## src/rtl/ea_pkg.sv

```systemverilog
package ea_pkg;

  localparam int EA_RIDX_W = 3;
  localparam int EA_DLEN_W = 3;

  localparam logic [1:0] EA_MOD_NODISP = 2'b00;
  localparam logic [1:0] EA_MOD_DISP8  = 2'b01;
  localparam logic [1:0] EA_MOD_DISPW  = 2'b10;
  localparam logic [1:0] EA_MOD_REG    = 2'b11;

  localparam logic [2:0] EA_RM_ESCAPE  = 3'b100;
  localparam logic [2:0] EA_RM_NOBASE  = 3'b101;
  localparam logic [2:0] EA_RM_DIRECT  = 3'b110;

  localparam logic [2:0] EA_R_BX = 3'd3;
  localparam logic [2:0] EA_R_BP = 3'd5;
  localparam logic [2:0] EA_R_SI = 3'd6;
  localparam logic [2:0] EA_R_DI = 3'd7;

  typedef enum logic [1:0] {
    ST_MODRM  = 2'd0,
    ST_SIB    = 2'd1,
    ST_DISP   = 2'd2,
    ST_RESULT = 2'd3
  } ea_state_e;

  typedef struct packed {
    logic                 use_base;
    logic [EA_RIDX_W-1:0] base;
    logic                 use_idx;
    logic [EA_RIDX_W-1:0] idx;
    logic [1:0]           scale;
  } ea_terms_t;

endpackage

```

## src/rtl/ea_modrm_dec.sv

```systemverilog
module ea_modrm_dec
  import ea_pkg::*;
#(
  parameter int ADDR_W = 32
) (
  input  logic                 addr32_i,
  input  logic [1:0]           mod_i,
  input  logic [2:0]           rm_i,
  output ea_terms_t            terms_o,
  output logic                 is_reg_o,
  output logic                 sib_o,
  output logic [EA_DLEN_W-1:0] disp_len_o
);

  localparam logic [EA_DLEN_W-1:0] WIDE_LEN   = EA_DLEN_W'(ADDR_W / 8);
  localparam logic [EA_DLEN_W-1:0] NARROW_LEN = EA_DLEN_W'(2);

  always_comb begin
    terms_o    = '0;
    is_reg_o   = (mod_i == EA_MOD_REG);
    sib_o      = 1'b0;
    disp_len_o = '0;
    if (addr32_i) begin
      sib_o            = !is_reg_o && (rm_i == EA_RM_ESCAPE);
      terms_o.use_base = !((mod_i == EA_MOD_NODISP) && (rm_i == EA_RM_NOBASE));
      terms_o.base     = rm_i;
      unique case (mod_i)
        EA_MOD_DISP8:  disp_len_o = EA_DLEN_W'(1);
        EA_MOD_DISPW:  disp_len_o = WIDE_LEN;
        EA_MOD_NODISP: disp_len_o = terms_o.use_base ? '0 : WIDE_LEN;
        default:       disp_len_o = '0;
      endcase
    end else begin
      terms_o.use_base = 1'b1;
      terms_o.use_idx  = 1'b1;
      unique case (rm_i)
        3'd0: begin terms_o.base = EA_R_BX; terms_o.idx = EA_R_SI; end
        3'd1: begin terms_o.base = EA_R_BX; terms_o.idx = EA_R_DI; end
        3'd2: begin terms_o.base = EA_R_BP; terms_o.idx = EA_R_SI; end
        3'd3: begin terms_o.base = EA_R_BP; terms_o.idx = EA_R_DI; end
        3'd4: begin terms_o.base = EA_R_SI; terms_o.use_idx = 1'b0; end
        3'd5: begin terms_o.base = EA_R_DI; terms_o.use_idx = 1'b0; end
        3'd6: begin terms_o.base = EA_R_BP; terms_o.use_idx = 1'b0; end
        default: begin terms_o.base = EA_R_BX; terms_o.use_idx = 1'b0; end
      endcase
      if ((mod_i == EA_MOD_NODISP) && (rm_i == EA_RM_DIRECT)) begin
        terms_o.use_base = 1'b0;
      end
      unique case (mod_i)
        EA_MOD_DISP8:  disp_len_o = EA_DLEN_W'(1);
        EA_MOD_DISPW:  disp_len_o = NARROW_LEN;
        EA_MOD_NODISP: disp_len_o = terms_o.use_base ? '0 : NARROW_LEN;
        default:       disp_len_o = '0;
      endcase
    end
  end

endmodule

```

## src/rtl/ea_sib_dec.sv

```systemverilog
module ea_sib_dec
  import ea_pkg::*;
#(
  parameter int ADDR_W = 32
) (
  input  logic [1:0]           mod_i,
  input  logic [7:0]           sib_i,
  output ea_terms_t            terms_o,
  output logic [EA_DLEN_W-1:0] disp_len_o
);

  localparam logic [EA_DLEN_W-1:0] WIDE_LEN = EA_DLEN_W'(ADDR_W / 8);

  always_comb begin
    terms_o.scale    = sib_i[7:6];
    terms_o.idx      = sib_i[5:3];
    terms_o.base     = sib_i[2:0];
    terms_o.use_idx  = (sib_i[5:3] != EA_RM_ESCAPE);
    terms_o.use_base = !((mod_i == EA_MOD_NODISP) && (sib_i[2:0] == EA_RM_NOBASE));
    unique case (mod_i)
      EA_MOD_DISP8: disp_len_o = EA_DLEN_W'(1);
      EA_MOD_DISPW: disp_len_o = WIDE_LEN;
      default:      disp_len_o = terms_o.use_base ? '0 : WIDE_LEN;
    endcase
  end

endmodule

```

## src/rtl/ea_agu.sv

```systemverilog
module ea_agu
  import ea_pkg::*;
#(
  parameter int ADDR_W = 32
) (
  input  logic                 addr32_i,
  input  ea_terms_t            terms_i,
  input  logic [ADDR_W-1:0]    base_val_i,
  input  logic [ADDR_W-1:0]    idx_val_i,
  input  logic [ADDR_W-1:0]    disp_i,
  input  logic [EA_DLEN_W-1:0] disp_len_i,
  output logic [ADDR_W-1:0]    ea_o
);

  localparam int NARROW_W = 16;

  logic [ADDR_W-1:0] disp_ext;
  logic [ADDR_W-1:0] base_term;
  logic [ADDR_W-1:0] idx_term;
  logic [ADDR_W-1:0] sum;

  always_comb begin
    disp_ext  = (disp_len_i == EA_DLEN_W'(1)) ?
                {{(ADDR_W-8){disp_i[7]}}, disp_i[7:0]} : disp_i;
    base_term = terms_i.use_base ? base_val_i : '0;
    idx_term  = terms_i.use_idx ? (idx_val_i << terms_i.scale) : '0;
    sum       = base_term + idx_term + disp_ext;
    ea_o      = addr32_i ? sum : {{(ADDR_W-NARROW_W){1'b0}}, sum[NARROW_W-1:0]};
  end

endmodule

```

## src/rtl/ea_decoder.sv

```systemverilog
module ea_decoder
  import ea_pkg::*;
#(
  parameter int ADDR_W = 32
) (
  input  logic              clk_i,
  input  logic              rst_ni,
  input  logic              addr32_i,
  input  logic              in_valid_i,
  input  logic [7:0]        in_byte_i,
  output logic              in_ready_o,
  output logic [2:0]        rf_base_sel_o,
  input  logic [ADDR_W-1:0] rf_base_data_i,
  output logic [2:0]        rf_index_sel_o,
  input  logic [ADDR_W-1:0] rf_index_data_i,
  output logic              res_valid_o,
  output logic              res_is_reg_o,
  output logic [2:0]        res_reg_num_o,
  output logic [2:0]        res_reg_field_o,
  output logic [ADDR_W-1:0] res_ea_o,
  output logic [2:0]        res_len_o
);

  localparam int DISP_BYTES = ADDR_W / 8;

  ea_state_e            state_q, state_d;
  logic                 ld_modrm, ld_sib, ld_disp;
  logic [EA_DLEN_W-1:0] cnt_q, cnt_d;

  logic                 mode32_q;
  logic [1:0]           mod_q;
  logic [2:0]           reg_q;
  logic [2:0]           rm_q;
  logic                 sib_q;
  ea_terms_t            terms_q;
  logic [EA_DLEN_W-1:0] dlen_q;
  logic [7:0]           disp_q [DISP_BYTES];
  logic [ADDR_W-1:0]    disp_flat;

  ea_terms_t            m_terms, s_terms;
  logic                 m_is_reg, m_sib;
  logic [EA_DLEN_W-1:0] m_dlen, s_dlen;
  logic [ADDR_W-1:0]    agu_ea;

  ea_modrm_dec #(.ADDR_W(ADDR_W)) u_modrm_dec (
    .addr32_i  (addr32_i),
    .mod_i     (in_byte_i[7:6]),
    .rm_i      (in_byte_i[2:0]),
    .terms_o   (m_terms),
    .is_reg_o  (m_is_reg),
    .sib_o     (m_sib),
    .disp_len_o(m_dlen)
  );

  ea_sib_dec #(.ADDR_W(ADDR_W)) u_sib_dec (
    .mod_i     (mod_q),
    .sib_i     (in_byte_i),
    .terms_o   (s_terms),
    .disp_len_o(s_dlen)
  );

  // Next-state and load enables
  always_comb begin
    state_d  = state_q;
    cnt_d    = cnt_q;
    ld_modrm = 1'b0;
    ld_sib   = 1'b0;
    ld_disp  = 1'b0;
    unique case (state_q)
      ST_MODRM: begin
        if (in_valid_i) begin
          ld_modrm = 1'b1;
          cnt_d    = '0;
          if (m_is_reg)            state_d = ST_RESULT;
          else if (m_sib)          state_d = ST_SIB;
          else if (m_dlen != '0)   state_d = ST_DISP;
          else                     state_d = ST_RESULT;
        end
      end
      ST_SIB: begin
        if (in_valid_i) begin
          ld_sib  = 1'b1;
          state_d = (s_dlen != '0) ? ST_DISP : ST_RESULT;
        end
      end
      ST_DISP: begin
        if (in_valid_i) begin
          ld_disp = 1'b1;
          cnt_d   = cnt_q + 1'b1;
          if (cnt_d == dlen_q) state_d = ST_RESULT;
        end
      end
      default: state_d = ST_MODRM;
    endcase
  end

  // Control registers
  always_ff @(posedge clk_i or negedge rst_ni) begin
    if (!rst_ni) begin
      state_q <= ST_MODRM;
      cnt_q   <= '0;
    end else begin
      state_q <= state_d;
      cnt_q   <= cnt_d;
    end
  end

  // Operand fields, loaded with enables
  always_ff @(posedge clk_i) begin
    if (ld_modrm) begin
      mode32_q <= addr32_i;
      mod_q    <= in_byte_i[7:6];
      reg_q    <= in_byte_i[5:3];
      rm_q     <= in_byte_i[2:0];
      sib_q    <= m_sib;
      terms_q  <= m_terms;
      dlen_q   <= m_dlen;
    end else if (ld_sib) begin
      terms_q  <= s_terms;
      dlen_q   <= s_dlen;
    end
  end

  // Displacement byte lanes, little-endian
  for (genvar k = 0; k < DISP_BYTES; k++) begin : g_lane
    always_ff @(posedge clk_i) begin
      if (ld_modrm) begin
        disp_q[k] <= '0;
      end else if (ld_disp && (cnt_q == EA_DLEN_W'(k))) begin
        disp_q[k] <= in_byte_i;
      end
    end
    assign disp_flat[8*k +: 8] = disp_q[k];
  end

  assign rf_base_sel_o  = terms_q.base;
  assign rf_index_sel_o = terms_q.idx;

  ea_agu #(.ADDR_W(ADDR_W)) u_agu (
    .addr32_i  (mode32_q),
    .terms_i   (terms_q),
    .base_val_i(rf_base_data_i),
    .idx_val_i (rf_index_data_i),
    .disp_i    (disp_flat),
    .disp_len_i(dlen_q),
    .ea_o      (agu_ea)
  );

  assign in_ready_o      = (state_q != ST_RESULT);
  assign res_valid_o     = (state_q == ST_RESULT);
  assign res_is_reg_o    = (mod_q == EA_MOD_REG);
  assign res_reg_num_o   = rm_q;
  assign res_reg_field_o = reg_q;
  assign res_ea_o        = res_is_reg_o ? '0 : agu_ea;
  assign res_len_o       = 3'd1 + {2'b00, sib_q} + dlen_q;

endmodule

```

## config.mk

```make
export PLATFORM = sky130hd
export DESIGN_NAME = ea_decoder
export DESIGN_NICKNAME = d
export VERILOG_FILES = /design/src/rtl/ea_pkg.sv /design/src/rtl/ea_modrm_dec.sv /design/src/rtl/ea_sib_dec.sv /design/src/rtl/ea_agu.sv /design/src/rtl/ea_decoder.sv
export SDC_FILE = /design/constraint.sdc
export NUM_CORES = 1
export LEC_CHECK = 0
export ABC_AREA = 1
export CORE_UTILIZATION = 40
export CTS_BUF_LIST = sky130_fd_sc_hd__clkbuf_2
export CTS_CLUSTER_DIAMETER = 30
export DETAILED_ROUTE_END_ITERATION = 8
export GPL_TIMING_DRIVEN = 0
export PLACE_DENSITY = 0.6
export SLEW_MARGIN = 20
export SYNTH_ARGS = -nofsm -noshare
export SYNTH_HDL_FRONTEND = slang
export SYNTH_SLANG_ARGS = --single-unit
export TNS_END_PERCENT = 100
```

## constraint.sdc

```tcl
create_clock -name clk_i -period 5.5 [get_ports clk_i]
set_input_delay 0.825 -clock clk_i [delete_from_list [all_inputs] [get_ports clk_i]]
set_output_delay 0.825 -clock clk_i [all_outputs]
set_load 0.02 [all_outputs]
```

==> impl_results.md, run 1 <==
* Deepest clock path buffer count at 2
* Final hold violation count at 0
* Post-Synth Adder-Cell Area at 0.172
* Final GP Congestion at 0.911
* Worst Hold Class: flip-flop to flip-flop
* Cell Chain, Critical Path: buf_2, buf_4, buf_6, mux2i_2, nor2_1, fa_1, ha_1, fa_1, nand2_1, nand2_1, nand3_1, nand2_1, nand2_1, nand2_2, nand2_1, nand2_1, nand2_1, nand2_1, nor2_1, clkdlybuf4s50_1
* Pre-antenna DRT Iters at 5
* Num Clock Sinks at 60
* Routed Antenna Nets at 0
* CP peak stage delay at 0.60 ns
* H-tree levels at 3
* Element type at the critical path start: flip-flop
* Leakage at 4.74 nW
* Chip width at 134 um
* Status: finished clean
* Pin count of the biggest net entering global routing at 16
* Count of final setup violators at 0
* Simple-gate portion of the synthesized area at 0.299
* Vias/cell at 4.65
* Synthesized cell area at 7000 um2
* Maxcap violations at 0
* # diodes at 0
* Routed len/inst at 13.8 um
* Area of the die at 18,000 um2
* XOR/XNOR Fraction of Synth Area at 0.0200
* Clk pin slew, worst setup/hold paths at 0.16 ns
* Syn_nets at 1,207
* Initial Utilization at 0.416
* Worst Setup End Kind: primary output
* Post-DP HPWL at 16.9 mm
* Critical Path AT at 4.37 ns
* Fin. max-slew vios at 0
* Max-Slew Margin vs Limit at 0.492
* Critical path's slowest cell: clkdlybuf4s50_1
* Crit path top cell by count: nand2_1
* Global route overflow at 0
* Initial antenna violation count at 0
* Final Power at 5.68 mW
* Clk_lat worst skew at 0.50 ns
* CP bufs+invs at 4
* Vias in the first global route at 6,410
* Warnings from Yosys at 0
* CTS tree: yes
* Final net count at 1,344
* Total number of vias at 6,582
* Synthesized instance count at 1,054
* Required time of the critical path at 4.68 ns
* Commonest non-fill, non-tap cells in the layout: 335 x nand2_1, 232 x inv_1, 127 x nor2_1
* Register area share after synthesis at 0.251
* Post-route clock period utilization at 0.945
* PwrDens at 655 nW/um2
* P&R area growth vs syn at 23.9%
* Mapped Avg Cell Area at 6.64 um2
* Total track usage at 0.225
* Clock buffer count from CTS at 9
* Buffers on Ports at 125
* Post-synth EDFFs at 53
* Final Skew at 0.0328 ns
* Site row count at 47
* IO Pins at 126
* Fmax at 192 MHz
* Slew @ Worst Pin at 0.756 ns
* Fill count at 1,760
* Chip height at 134 um
* Library cells used by synthesis at 37
* Area of the core at 16,800 um2
* Ys async rst share at 0.0833
* Worst-path fanout max at 10
* # DRC at 0
* Crit path kind: flip-flop to primary output
* Root buf cell: clkbuf_2
* Unrepaired setup endpoints after global routing: false
* Final wirelength at 19.5 mm
* Layout cell share with drive strength beyond 1 at 0.0410
* Post-Route Utilization at 0.515
* FF+latch count, synth at 60
* Most used DFF post-synth: edfxtp_1
* Combinational family with the most area after synthesis: simple AND/OR/NAND/NOR gates
* Synth Area in Compound Gates at 0.0701
* Post-synthesis mux area share at 0.0401
* Setup TNS at 0 ns
* DRC marker count from the first detailed-route iteration at 380
* CP delay by family, top: buffers and inverters
* Hold buffer count at cts at 0
* Min cycle time layout at 5.19 ns
* Most common cell after layout, fill and taps aside: nand2_1
* Worst vdd ir at 0.552 mV
* First-pass GRT wire length at 31.4 mm
-- worst register-to-register path: stages (launching register included) --
cell	delay, ns
dfrtp_1	0.44
inv_1	0.09
ha_1	0.24
nand2_1	0.16
clkbuf_1	0.26
o21ai_1	0.48
-- layout make-up --
class / instances / area [um2] / share of cell area
multi-input combinational: 731 / 4210 / 0.486
tap: 220 / 275 / 0.0318
inverter: 235 / 882 / 0.102
buffer: 28 / 158 / 0.0182
sequential: 60 / 1760 / 0.203
clock inverter: 6 / 41.3 / 0.00476
timing repair buffer: 126 / 1290 / 0.149
clock buffer: 10 / 50.0 / 0.00577
-- path summary, 6_finish.rpt --
path                                         start                         end  slack, ns  cells past startpoint
max                        terms_q[0]$_SDFFE_PP0P_                res_ea_o[23]       0.31                     20
min in group asynchronous                   rst_ni        cnt_q[2]$_DFFE_PN0P_       0.54                      1
max in group asynchronous                   rst_ni        cnt_q[1]$_DFFE_PN0P_       4.77                      1
min                        terms_q[1]$_SDFFE_PP0P_     terms_q[1]$_SDFFE_PP0P_       0.49                      2
min reg2reg                terms_q[1]$_SDFFE_PP0P_     terms_q[1]$_SDFFE_PP0P_       0.49                      2
max reg2reg                 state_q[0]$_DFFE_PN0P_  disp_q[2][7]$_SDFFCE_PN0P_       3.49                      5
-- state kept, by name, summed over array words and instances (netlist names) --
name and count:
disp_q 32, terms_q 4, cnt_q 3, dlen_q 3, res_reg_field_o 3, res_reg_num_o 3
rf_base_sel_o 3, rf_index_sel_o 3, mod_q 2, state_q 2, mode32_q 1, sib_q 1
-- synth_stat cells (3+ instances only) --
cell type,number,area share
a21oi_1,30,0.021
buf_4,7,0.0075
xnor2_1,12,0.015
clkbuf_1,12,0.0064
fa_1,32,0.092
dfrtp_1,5,0.018
inv_1,232,0.12
edfxtp_1,53,0.23
nand4_1,8,0.0072
nor2_1,129,0.069
nor2_2,3,0.0027
buf_2,6,0.0043
nand3_1,31,0.022
nand2_1,335,0.18
nor3_1,5,0.0036
mux2i_1,28,0.040
xor2_1,4,0.0050
ha_1,45,0.080
o21ai_0,20,0.014
o22ai_1,31,0.028
-- layer usage --
metal | track usage | routed length, um | part of all wire | vias to the layer above
met5 | 0 | 0 | 0 | -
met1 | 0.278 | 8860 | 0.45 | 2935
met2 | 0.416 | 9670 | 0.50 | 120
li1 | - | - | - | 3508
met3 | 0.0166 | 582 | 0.030 | 19
met4 | 0.0643 | 365 | 0.019 | 0
-- through the flow --
step	instances	setup WS, ns	instance area, um2	hold WS (ns)
finish	1416	0.305	8670	0.491
global route	1416	0.0298	8670	0.532
CTS	1415	0.0234	8620	0.478
detailed placement	1399	0.377	8520	0.457
global placement	1399	0.386	8520	0.457
floorplan	1054	1.57	7000	0.438
-- repair_timing --
action,CTS,global route
gates resized for setup,0,21
buffers inserted,0,1
endpoints found under the setup margin,0,21
-- logic make-up (layout without fill, tap and decap cells) --
family,count (synthesis),count (layout)
and+or+nand+nor,523,523
DFF,60,60
adders and majority gates,77,77
AOI/OAI and AO/OA,87,87
xor gates and xnor gates,16,16
buffers and inverters,263,405
muxes,28,28
-- where the power goes --
group / switching (mW) / leakage [nW] / internal [mW]
Sequential: 0.0677 / 0.592 / 0.662
Clock: 0.163 / 0.0555 / 0.0601
Combinational: 2.90 / 4.10 / 1.82
Total: 3.13 / 4.74 / 2.54
Power figures use the tool's default switching activity.
==> run 2: changes to the inputs <==
--- a/config.mk
+++ b/config.mk
@@ -6,12 +6,14 @@
 export NUM_CORES = 1
 export LEC_CHECK = 0
 export ABC_AREA = 1
+export CAP_MARGIN = 20
 export CORE_UTILIZATION = 40
 export CTS_BUF_LIST = sky130_fd_sc_hd__clkbuf_2
 export CTS_CLUSTER_DIAMETER = 30
 export DETAILED_ROUTE_END_ITERATION = 8
 export GPL_TIMING_DRIVEN = 0
 export PLACE_DENSITY = 0.6
+export REMOVE_ABC_BUFFERS = 1
 export SLEW_MARGIN = 20
 export SYNTH_ARGS = -nofsm -noshare
 export SYNTH_HDL_FRONTEND = slang
==> run 2 against run 1 <==
Clock skew is 0.021 ns lower; largest cell class unchanged; non-clock buffer count decreased by 21; hold slack improved by 0.039 ns; critical path depth stayed put; fmax increased by 1.3%; cell area fell by 0.46%; via count is 0.11% higher.
==> impl_results.md, run 2 (synthesis gave the netlist of run 1 again) <==
* Chip height at 134 um
* Worst flop-to-flop path endpoint: rf_base_sel_o[2]$_DFFE_PP_
* Final GP Congestion at 0.879
* Initial antenna violation count at 0
* P_sw at 3.12 mW
* Required time of the critical path at 4.68 ns
* Slew @ Worst Pin at 0.830 ns
* Post-route clock period utilization at 0.933
* Vias in the first global route at 6,377
* Multi-input logic area at 4250 um2
* Final Skew at 0.0122 ns
* Critical Path AT at 4.30 ns
* Sw Share at 0.546
* Clock buffer count from CTS at 9
* H-tree levels at 3
* CTS tree: yes
* Fmax at 195 MHz
* Chip width at 134 um
* IO Pins at 126
* Internal at 2.59 mW
* Leakage at 4.57 nW
* Area of the core at 16,800 um2
* Hold buffer count at cts at 0
* Biggest register: disp_q
* Crit path kind: flip-flop to primary output
* Deepest clock path buffer count at 2
* Buffers on Ports at 125
* Layout cell share with drive strength beyond 1 at 0.0391
* Final hold slack at 0.530 ns
* Comb pwr share at 0.819
* Worst r2r src: state_q[0]$_DFFE_PN0P_
* Pin count of the biggest net entering global routing at 34
* Fill count at 1,771
* Element type at the critical path start: flip-flop
* R2r worst-path depth at 8
* Worst vdd ir at 0.524 mV
* Fin. max-slew vios at 0
* Initial Utilization at 0.416
* Commonest non-fill, non-tap cells in the layout: 334 x nand2_1, 231 x inv_1, 123 x nor2_1
* Final wirelength at 19.1 mm
* Post-DP HPWL at 15.6 mm
* Global route overflow at 0
* Area of the die at 18,000 um2
* Setup TNS at 0 ns
* PwrDens at 661 nW/um2
* Worst-path fanout max at 15
* Routed Antenna Nets at 0
* Vias/cell at 4.72
* DRC marker count from the first detailed-route iteration at 271
* # DRC at 0
* Final hold violation count at 0
* Worst Hold Class: primary input to async pin
* Maxcap violations at 0
* Clock power frac at 0.044
* Sequential cell area at 1760 um2
* Most common cell after layout, fill and taps aside: nand2_1
* Register-to-register path setup slack at 3.33 ns
* Pre-antenna DRT Iters at 5
* Final net count at 1,325
* Root buf cell: clkbuf_2
* Clk_lat worst skew at 0.49 ns
* Clk pin slew, worst setup/hold paths at 0.15 ns
* P&R area growth vs syn at 23.3%
* Routed len/inst at 13.7 um
* Top Registers: disp_q (32), terms_q (4)
* First-pass GRT wire length at 31.5 mm
* # diodes at 0
* Max-Slew Margin vs Limit at 0.446
* Total number of vias at 6,589
* Status: finished clean
* Worst Setup End Kind: primary output
* Site row count at 47
* Num Clock Sinks at 60
* Total track usage at 0.223
* Count of final setup violators at 0
* Largest register FFs at 32
* Seq pwr share at 0.137
* Min cycle time layout at 5.13 ns
[run 2: cell type report]
type                       count  area share
clock inverter                 4     0.00493
sequential                    60       0.204
timing repair buffer         133       0.156
multi-input combinational    732       0.493
inverter                     235       0.103
tap                          220      0.0319
timing repair inverter         1    0.000870
clock buffer                  11     0.00638
[run 2: metal layers]
| metal | global-route usage | vias up | wire (um) |
|---|---|---|---|
| met5 | 0 | - | 0 |
| met1 | 0.289 | 2925 | 8670 |
| met4 | 0.0768 | 0 | 491 |
| li1 | - | 3473 | - |
| met3 | 0.0272 | 36 | 749 |
| met2 | 0.384 | 155 | 9170 |
[run 2: power by group through the flow]
stage,Sequential [mW],Clock (mW),Combinational [mW]
after global routing,0.801,0.277,5.30
after CTS,0.792,0.262,4.63
after floorplan,0.797,0,3.12
after detailed placement,0.796,0,4.59
final,0.781,0.254,4.67
after global placement,0.811,0,4.54
[run 2: critical path, cell delays in order, from the launching register on]
cell and delay [ns]:
edfxtp_1 0.39, inv_1 0.08, nor2_4 0.21, clkinvlp_4 0.10
buf_4 0.20, o22ai_1 0.17, inv_1 0.09, fa_1 0.53
inv_1 0.04, ha_1 0.35, nand2_1 0.17, inv_1 0.05
nand2_1 0.06, nand2_1 0.07, inv_1 0.06, nand3_1 0.17
nand2_1 0.14, nand3_1 0.06, and2_1 0.13, nor2_1 0.13
clkdlybuf4s50_1 0.62
[run 2: how the worst max path moves through the flow]
stage / slack, ns / startpoint / cells past startpoint / end
6_report: 0.37 / terms_q[5]$_DFFE_PP_ / 20 / res_ea_o[26]
5_1_grt: -0.01 / terms_q[5]$_DFFE_PP_ / 20 / res_ea_o[27]
4_1_cts: 0.02 / terms_q[9]$_DFFE_PP_ / 16 / res_ea_o[25]
3_5_place_dp: 0.31 / rf_index_data_i[14] / 16 / res_ea_o[30]
3_3_place_gp: 0.04 / terms_q[0]$_SDFFE_PP0P_ / 17 / res_ea_o[25]
2_1_floorplan: 0.99 / terms_q[0]$_SDFFE_PP0P_ / 15 / res_ea_o[25]
[run 2: timing repair]
action | 4_1_cts | 5_1_grt
buffers inserted | 1 | 5
endpoints found under the setup margin | 13 | 22
pin swaps | 0 | 1
resized for setup | 4 | 14
endpoints found under the hold margin | 0 | 0
cloned | 2 | 0
[run 2: through the flow]
stage / std cells / setup slack [ns] / power, mW / area [um2] / utilization
after global routing: 1396 / -0.0108 / 6.38 / 8630 / 0.513
after detailed placement: 1372 / 0.308 / 5.38 / 8400 / 0.499
after floorplan: 1026 / 0.985 / 3.92 / 6840 / -
after global placement: 1371 / 0.0358 / 5.35 / 8370 / 0.498
final: 1396 / 0.370 / 5.71 / 8630 / 0.513
after CTS: 1390 / 0.0246 / 5.69 / 8530 / 0.507
